### config.mk
export PLATFORM = sky130hd
export DESIGN_NAME = osc_guard
export DESIGN_NICKNAME = d
export VERILOG_FILES = /design/src/rtl/osc_guard.sv
export SDC_FILE = /design/constraint.sdc
export NUM_CORES = 1
export LEC_CHECK = 0
export BUFFER_PORTS_ARGS = -buffer_cell sky130_fd_sc_hd__buf_2
export CAP_MARGIN = 20
export CORE_ASPECT_RATIO = 0.8
export CORE_MARGIN = 4
export CORE_UTILIZATION = 50
export DETAILED_ROUTE_END_ITERATION = 10
export MAX_ROUTING_LAYER = met4
export PLACE_DENSITY = 0.72
export REMOVE_ABC_BUFFERS = 1
export SETUP_SLACK_MARGIN = 0.5
export SLEW_MARGIN = 20
export SYNTH_ARGS = -nofsm -noshare
export SYNTH_HDL_FRONTEND = slang
export SYNTH_SLANG_ARGS = --single-unit
### constraint.sdc
create_clock -name clk -period 2.2 [get_ports clk]
set_input_delay 0.33 -clock clk [delete_from_list [all_inputs] [get_ports clk]]
set_output_delay 0.33 -clock clk [all_outputs]
set_load 0.03 [all_outputs]
### src/rtl/osc_guard.sv
module osc_guard #(
  parameter int N_OSC = 32,
  parameter int TH_W  = 8
) (
  input  logic             clk,
  input  logic             rst_n,
  input  logic [N_OSC-1:0] osc_sample,
  input  logic             wr_en,
  input  logic [2:0]       wr_sel,
  input  logic [31:0]      wr_data,
  input  logic [2:0]       rd_sel,
  output logic [31:0]      rd_data,
  output logic [N_OSC-1:0] osc_en,
  output logic [N_OSC-1:0] osc_detune,
  output logic [N_OSC-1:0] stop_mask,
  output logic             shut_ovf
);
  localparam logic [2:0] SEL_THR = 3'd0;
  localparam logic [2:0] SEL_EN  = 3'd1;
  localparam logic [2:0] SEL_STP = 3'd2;
  localparam logic [2:0] SEL_MSK = 3'd3;
  localparam logic [2:0] SEL_DET = 3'd4;
  localparam logic [2:0] SEL_STR = 3'd5;

  logic [TH_W-1:0]  thr_q;
  logic [N_OSC-1:0] en_q, stop_q, strike_q, mask_q, detune_q, prev_q;
  logic [N_OSC-1:0] hit, shut, keep;
  logic             ovf_q;

  wire wr_thr = wr_en && (wr_sel == SEL_THR);
  wire wr_ena = wr_en && (wr_sel == SEL_EN);
  wire wr_stp = wr_en && (wr_sel == SEL_STP);
  wire wr_msk = wr_en && (wr_sel == SEL_MSK);
  wire wr_det = wr_en && (wr_sel == SEL_DET);

  assign shut = hit & strike_q;
  assign keep = wr_stp ? wr_data[N_OSC-1:0] : {N_OSC{1'b1}};

  for (genvar i = 0; i < N_OSC; i++) begin : g_osc
    logic [TH_W-1:0] run_q;
    wire same = (osc_sample[i] == prev_q[i]);
    wire full = (run_q == thr_q);
    assign hit[i] = en_q[i] & ~mask_q[i] & same & full;
    always_ff @(posedge clk) begin
      if (!rst_n || !en_q[i] || !same || full) run_q <= '0;
      else                                     run_q <= run_q + 1'b1;
    end
  end

  always_ff @(posedge clk) begin
    if (!rst_n) begin
      thr_q    <= '1;
      en_q     <= '1;
      stop_q   <= '0;
      strike_q <= '0;
      mask_q   <= '0;
      detune_q <= '0;
      prev_q   <= '0;
      ovf_q    <= 1'b0;
    end else begin
      prev_q   <= osc_sample;
      stop_q   <= (stop_q & keep) | shut;
      strike_q <= (strike_q & keep) | hit;
      en_q     <= (wr_ena ? wr_data[N_OSC-1:0] : en_q) & ~shut;
      ovf_q    <= |shut;
      if (wr_thr) thr_q    <= wr_data[TH_W-1:0];
      if (wr_msk) mask_q   <= wr_data[N_OSC-1:0];
      if (wr_det) detune_q <= wr_data[N_OSC-1:0];
    end
  end

  always_comb begin
    case (rd_sel)
      SEL_THR: rd_data = 32'(thr_q);
      SEL_EN:  rd_data = 32'(en_q);
      SEL_STP: rd_data = 32'(stop_q);
      SEL_MSK: rd_data = 32'(mask_q);
      SEL_DET: rd_data = 32'(detune_q);
      SEL_STR: rd_data = 32'(strike_q);
      default: rd_data = '0;
    endcase
  end

  assign osc_en     = en_q;
  assign osc_detune = detune_q;
  assign stop_mask  = stop_q;
  assign shut_ovf   = ovf_q;
endmodule

* Yosys cells after proc, flatten, opt, wreduce, memory -nomap -nowiden
Index checks and enable logic that the tools add are counted.
** Operators by class
- Bitwise gates (word level) :: 135
- Eq/ne operators :: 73
- Add/sub/neg operators :: 32
- Multiplexer cells :: 3
- Reductions and logical operators :: 169
** Operators by type and width (number)
- $add 8x1->8 const B :: 32
- $eq 8x8->1 :: 32
- $pmux 32 s6 :: 1
- $and 32x32->32 :: 4
- $and 1x1->1 :: 96
- $logic_or 1x1->1 :: 96
- $logic_not 1->1 :: 65
- $mux 32 :: 2
- $or 32x32->32 :: 2
- $eq 1x1->1 :: 32
- $not 1->1 :: 32
- $not 32->32 :: 1
- $reduce_or 32->1 :: 1
- $eq 3x2->1 const B :: 4
- $eq 3x3->1 const B :: 3
- $eq 3x1->1 const B :: 2
- $logic_not 3->1 :: 2
- $logic_and 1x1->1 :: 5
** Storage, ports and cells
- Logic and storage cells :: 452
- Register bits after elaboration :: 457
- Output and inout bits :: 129
- Input port bits :: 73

* Depth between registers and ports, before layout
- Word-level depth :: 7
- Gate-level depth with buffers :: 8
- Gate-level depth less buffers :: 6

* Worst setup path before layout
OpenSTA, ideal clock, no wires.
- Kind :: input to output
- From :: input rd_sel[0]
- To :: output rd_data[4]
- Buffers on the path :: 4
- Required time :: 1870 ps
- Slack :: 12 ps
- Stages :: 6
- Arrival :: 1858 ps
- Cells stage by stage :: buf_2 > buf_2 > buf_2 > buf_2 > a31oi_1 > o221ai_1
** Between the ends
- Longest elaborated chain between the ends :: 2
- Elaborated cells on any way between the ends :: 7
- Those cells by class :: eq/ne (5); mux (1); reduce/logical (1)
** RTL lines
- from (decl) :: RTL line 11 : input logic [2:0] rd_sel,
- $eq 3x3->1, or another cell as far along :: RTL line 73 : case (rd_sel)
- $pmux 32 s6 * :: RTL line 73
- to (decl) :: RTL line 12 : output logic [31:0] rd_data,
Every way passes the cells marked *; elsewhere a longest branch is shown, timed or not.

* Worst setup path in the final report
- From :: register thr_q[4]
- To :: register ovf_q, in the netlist shut_ovf
** Between the ends
- Longest elaborated chain between the ends :: 4
- Elaborated cells on any way between the ends :: 66
- Those cells by class :: eq/ne (32); bitwise (33); reduce/logical (1)
** RTL lines
- from (decl) :: RTL line 25 : logic [TH_W-1:0] thr_q;
- from (signal assigned) :: RTL line 66 : if (wr_thr) thr_q <= wr_data[TH_W-1:0];
- $eq 8x8->1 :: RTL line 42 : wire full = (run_q == thr_q);
- $and 1x1->1 :: RTL line 43 : assign hit[i] = en_q[i] & ~mask_q[i] & same & full;
- $and 32x32->32 * :: RTL line 36 : assign shut = hit & strike_q;
- $reduce_or 32->1 * :: RTL line 65 : ovf_q <= |shut;
- to (signal assigned) :: RTL line 65
- to (decl) :: RTL line 28 : logic ovf_q;
Marked as above.
A chain may end at the register's enable or synchronous reset.

==> summary.md <==
- 68.36% — core occupancy in the finished layout
- 0.009239 mm² — register area
- 653.7 mW/mm² — power density over cell area
- negative setup slack — violated checks
- 3 — Hold Crit Depth
- 34.91% — area overhead of the layout relative to synthesis
- 605.5 ps — Least-Margin Pin Slew
- 20.04 µm — average wire length per cell after detail routing
- 457 — clk sink count
- complete, but fails checks — outcome
- 433.4 MHz — highest attainable clock frequency
- 5.682 — DR vias/cell
- 3 — maximum buffer depth of the clock tree
- 9 — depth of the worst register-to-register path
- 0 — n_diodes
- 0.9029 — weighted congestion reported at the end of routability-driven placement
- 3202 — instance count after placement with tap cells included
- 0% — async set-or-reset flop fraction in the synthesized netlist
- -110 ps — worst reg-to-reg setup slack
- sky130_fd_sc_hd__dfxtp_1 — cell type with the largest total area after synthesis
- 0.04314 mm² — Core Area
- 42 — largest net degree at the start of global routing
- sky130_fd_sc_hd__dfxtp_1 42%, sky130_fd_sc_hd__xor2_1 14%, sky130_fd_sc_hd__nor2_1 5.4% — synth top area cells
- 23.36 ps — Hold WS
- 45.91% — met2 usage in global routing
- 5.107% — global routing met3 resource utilization
- 2992 — count of nets after finishing
- thr_q[4] — crit path from
- 0 — number of max-slew violations in the final report
- 26.99 ps — Worst Clk Skew
- reg -> reg — category of the most critical setup path
- 27.72% — overall routing resource usage
- sky130_fd_sc_hd__dfxtp_1 — Synth Flop Type
- 59.63% — Slew HR
- 6 — Initial DRT Pass Iterations
- 457 — total of flip-flops plus latches after synthesis
- flop — critical path launch point type
- 19801 — vias
- wr_data[21] — beginning of the worst hold path
- 43600 µm — DP Wirelength
- 50.67% — starting density of the core
- 0.01322 mm² — area of the multi-input gates
- 2 — level count of the clock H-tree
- 34.59% — GRT met1 Usage
- osc_detune[21] — endpoint of the worst hold path
- 1665 — DRC marker count from the first detailed-route iteration
- 11.13 nW — standby leakage power
- 0 — residual antenna-violating net count after detailed routing
- 69830 µm — Total Routed Length
- 522.1 µV — worst vdd ir
- 7 — final setup violation count
- 0 — number of warnings printed during yosys synthesis
- 6 — critical-path maximum fanout
- 70 ps — clock-pin transition on the worst setup and hold timing paths
- thr_q[4] — r2r startpoint
- 68 — num rows
- 0 — number of antenna violations at the first check in global routing
- 41.85% — share of the synthesized area in the top cell type
- 41.85% — sequential cell area fraction in the yosys report
- 2820 ps — data arrival time of the critical path
- shut_ovf — destination of the worst register-to-register timing path
- 48 — TritonCTS Buffers
- flop — element type at the critical path end
- 104.9% — Final Cycle Share
- 3015 — Filler Cell Count
- 241.8 µm — die extent in x
- in -> reg — worst hold-check path type
- 19302 — number of global-route vias before repair
- true — setup repair after global routing missed its margin
- 0.04715 mm² — DIE AREA
- 8.940 µm² — Avg Inst Size Synth
- 195.0 µm — die span in y
- -107.3 ps — smallest setup slack after layout
- 0.02186 mm² — netlist area before placement
- 201 — number of buffers inserted by port buffering
- 0 — Fin. Hold Viols
- 3485 — number of standard cells in the layout, taps in and fillers out
- 0 — DRC Markers
- 28.96% — fraction of final layout cells sized beyond drive strength 1
- 0 — number of enable-type register cells in the synthesized netlist
- 2307 ps — clock period minus final worst setup slack
- done — CTS tree
- met2 — Top Usage Layer GRT
- 600 ps — insertion delay of the later-clocked pin in the worst-skew pair
- 2720 ps — data required time at the worst endpoint
- 49 — count of cell types in the netlist
- 0 — number of max-cap violations
- 0 — total gr overflow
- 104100 µm — global-route wire length before repair
- 2445 — Syn Inst Count
- 202 — I/O pin count
- sky130_fd_sc_hd__clkbuf_16 — clk root buf
final cells by class:
class	count	share of cell area, %
clock buffers	71	4.981
clock inverters	17	0.6280
repair buffers	492	15.18
flip-flops and latches	457	31.33
well taps	560	2.376
inverters	53	0.6831
multi-input cells	1835	44.82
flip-flops by register name (all words and copies together) (netlist names):
register	cells
strike_q	32
stop_mask	32
osc_detune	32
g_osc.run_q	256
osc_en	32
mask_q	32
thr_q	8
prev_q	32
shut_ovf	1
cell usage after synthesis, types with 2 or more instances:
library cell,instances
sky130_fd_sc_hd__dfxtp_1,457
sky130_fd_sc_hd__xor2_1,353
sky130_fd_sc_hd__nor2_1,314
sky130_fd_sc_hd__nand2_1,214
sky130_fd_sc_hd__nand3_1,162
sky130_fd_sc_hd__xnor2_1,127
sky130_fd_sc_hd__a21oi_1,106
sky130_fd_sc_hd__o21ai_0,92
sky130_fd_sc_hd__and3_1,69
sky130_fd_sc_hd__clkbuf_1,58
sky130_fd_sc_hd__mux2i_1,55
sky130_fd_sc_hd__nand4_1,54
sky130_fd_sc_hd__inv_1,52
sky130_fd_sc_hd__and2_1,37
sky130_fd_sc_hd__nor4_1,37
sky130_fd_sc_hd__nor4_2,33
sky130_fd_sc_hd__ha_1,32
sky130_fd_sc_hd__buf_6,26
sky130_fd_sc_hd__a221o_1,23
sky130_fd_sc_hd__o21a_1,20
sky130_fd_sc_hd__and3b_1,17
sky130_fd_sc_hd__mux2_2,17
sky130_fd_sc_hd__a21o_1,12
sky130_fd_sc_hd__buf_2,10
sky130_fd_sc_hd__or3_1,10
sky130_fd_sc_hd__or2_2,6
sky130_fd_sc_hd__buf_4,5
sky130_fd_sc_hd__nand3b_1,5
sky130_fd_sc_hd__o221ai_1,5
sky130_fd_sc_hd__a22oi_1,4
sky130_fd_sc_hd__nand2b_1,4
sky130_fd_sc_hd__o2111ai_1,4
sky130_fd_sc_hd__o22ai_1,4
sky130_fd_sc_hd__a31oi_1,3
sky130_fd_sc_hd__nor2b_1,3
sky130_fd_sc_hd__nor4_4,2
layer usage:
metal / vias to the layer above / share of wire (%)
met5: - / 0
met4: 0 / 3.1
met3: 153 / 7.3
met2: 807 / 48
met1: 9676 / 41
li1: 9165 / -
power breakdown:
part / internal, mW / switching (mW)
clock network: 4.99 / 3.52
logic: 0.910 / 1.22
registers: 8.43 / 0.207
total: 14.3 / 4.95
critical path, stage by stage (launching register included):
cell and delay, ps:
sky130_fd_sc_hd__dfxtp_4 380, sky130_fd_sc_hd__buf_12 160, sky130_fd_sc_hd__buf_12 140, sky130_fd_sc_hd__xor2_1 170, sky130_fd_sc_hd__nor4_1 390, sky130_fd_sc_hd__nand2_1 260
sky130_fd_sc_hd__nor4_2 290, sky130_fd_sc_hd__buf_4 220, sky130_fd_sc_hd__nor4_2 60, sky130_fd_sc_hd__a41oi_2 160
cells in the final DEF, fill, tap and decap left out, types with 12 or more instances in the layout:
cell	Yosys	final
sky130_fd_sc_hd__nand4_1	54	54
sky130_fd_sc_hd__xnor2_1	127	118
sky130_fd_sc_hd__nor2_2	0	47
sky130_fd_sc_hd__mux2_2	17	14
sky130_fd_sc_hd__o21ai_1	0	31
sky130_fd_sc_hd__mux2i_1	55	55
sky130_fd_sc_hd__nor4_1	37	15
sky130_fd_sc_hd__nand2_1	214	208
sky130_fd_sc_hd__dlygate4sd3_1	0	43
sky130_fd_sc_hd__a221o_1	23	23
sky130_fd_sc_hd__buf_2	10	167
sky130_fd_sc_hd__o21a_1	20	20
sky130_fd_sc_hd__nand3_1	162	158
sky130_fd_sc_hd__inv_1	52	51
sky130_fd_sc_hd__buf_12	0	47
sky130_fd_sc_hd__dfxtp_2	0	45
sky130_fd_sc_hd__xor2_1	353	329
sky130_fd_sc_hd__a21oi_1	106	103
sky130_fd_sc_hd__dfxtp_1	457	403
sky130_fd_sc_hd__clkbuf_8	0	16
sky130_fd_sc_hd__a21o_1	12	12
sky130_fd_sc_hd__nor4_4	2	19
sky130_fd_sc_hd__nor4_2	33	38
sky130_fd_sc_hd__and3b_1	17	17
sky130_fd_sc_hd__clkbuf_16	0	53
sky130_fd_sc_hd__xor2_2	0	22
sky130_fd_sc_hd__ha_1	32	32
sky130_fd_sc_hd__nor2_1	314	205
sky130_fd_sc_hd__nor2_4	0	62
sky130_fd_sc_hd__o21ai_0	92	59
sky130_fd_sc_hd__buf_6	26	79
sky130_fd_sc_hd__and2_1	37	37
sky130_fd_sc_hd__buf_4	5	142
sky130_fd_sc_hd__and3_1	69	69
cell families after synthesis:
family	Yosys count	share of synthesized area, %
AOI/OAI and AO/OA	274	7.458
muxes	73	3.497
xor gates and xnor gates	480	19.23
DFF	457	41.85
and+or+nand+nor	976	22.46
buffers and inverters	153	3.663
adders and majority gates	32	1.832
repair_timing:
item	4_1_cts	5_1_grt
hold buffers	43	0
gates resized for setup	280	229
hold endpoints to repair	48	0
gates cloned	4	4
setup endpoints to repair	311	366
pin swaps	155	97
buffers inserted	85	59
stage by stage:
step	power [mW]	instance area (µm²)	TNS (ps)	worst slack (ps)
floorplan	9.618	21260	-49490	-646.5
detailed placement	10.32	24090	0	2.484
finish	19.28	29490	-133.6	-107.3
global route	19.82	29490	-858.3	-182.8
CTS	19.03	27960	-5.023	-5.023
global placement	10.28	24090	-9.508	-9.508
how the worst max path moves through the flow:
| stage | cells after the start | end | slack [ps] |
|---|---|---|---|
| 2_1_floorplan | 4 | osc_en[0] | -650 |
| 3_3_place_gp | 10 | shut_ovf | -10 |
| 3_5_place_dp | 9 | shut_ovf | 2 |
| 4_1_cts | 5 | rd_data[1] | -5 |
| 5_1_grt | 9 | shut_ovf | -180 |
| 6_report | 9 | shut_ovf | -110 |
Note: power is estimated with default switching activity, not from simulation.
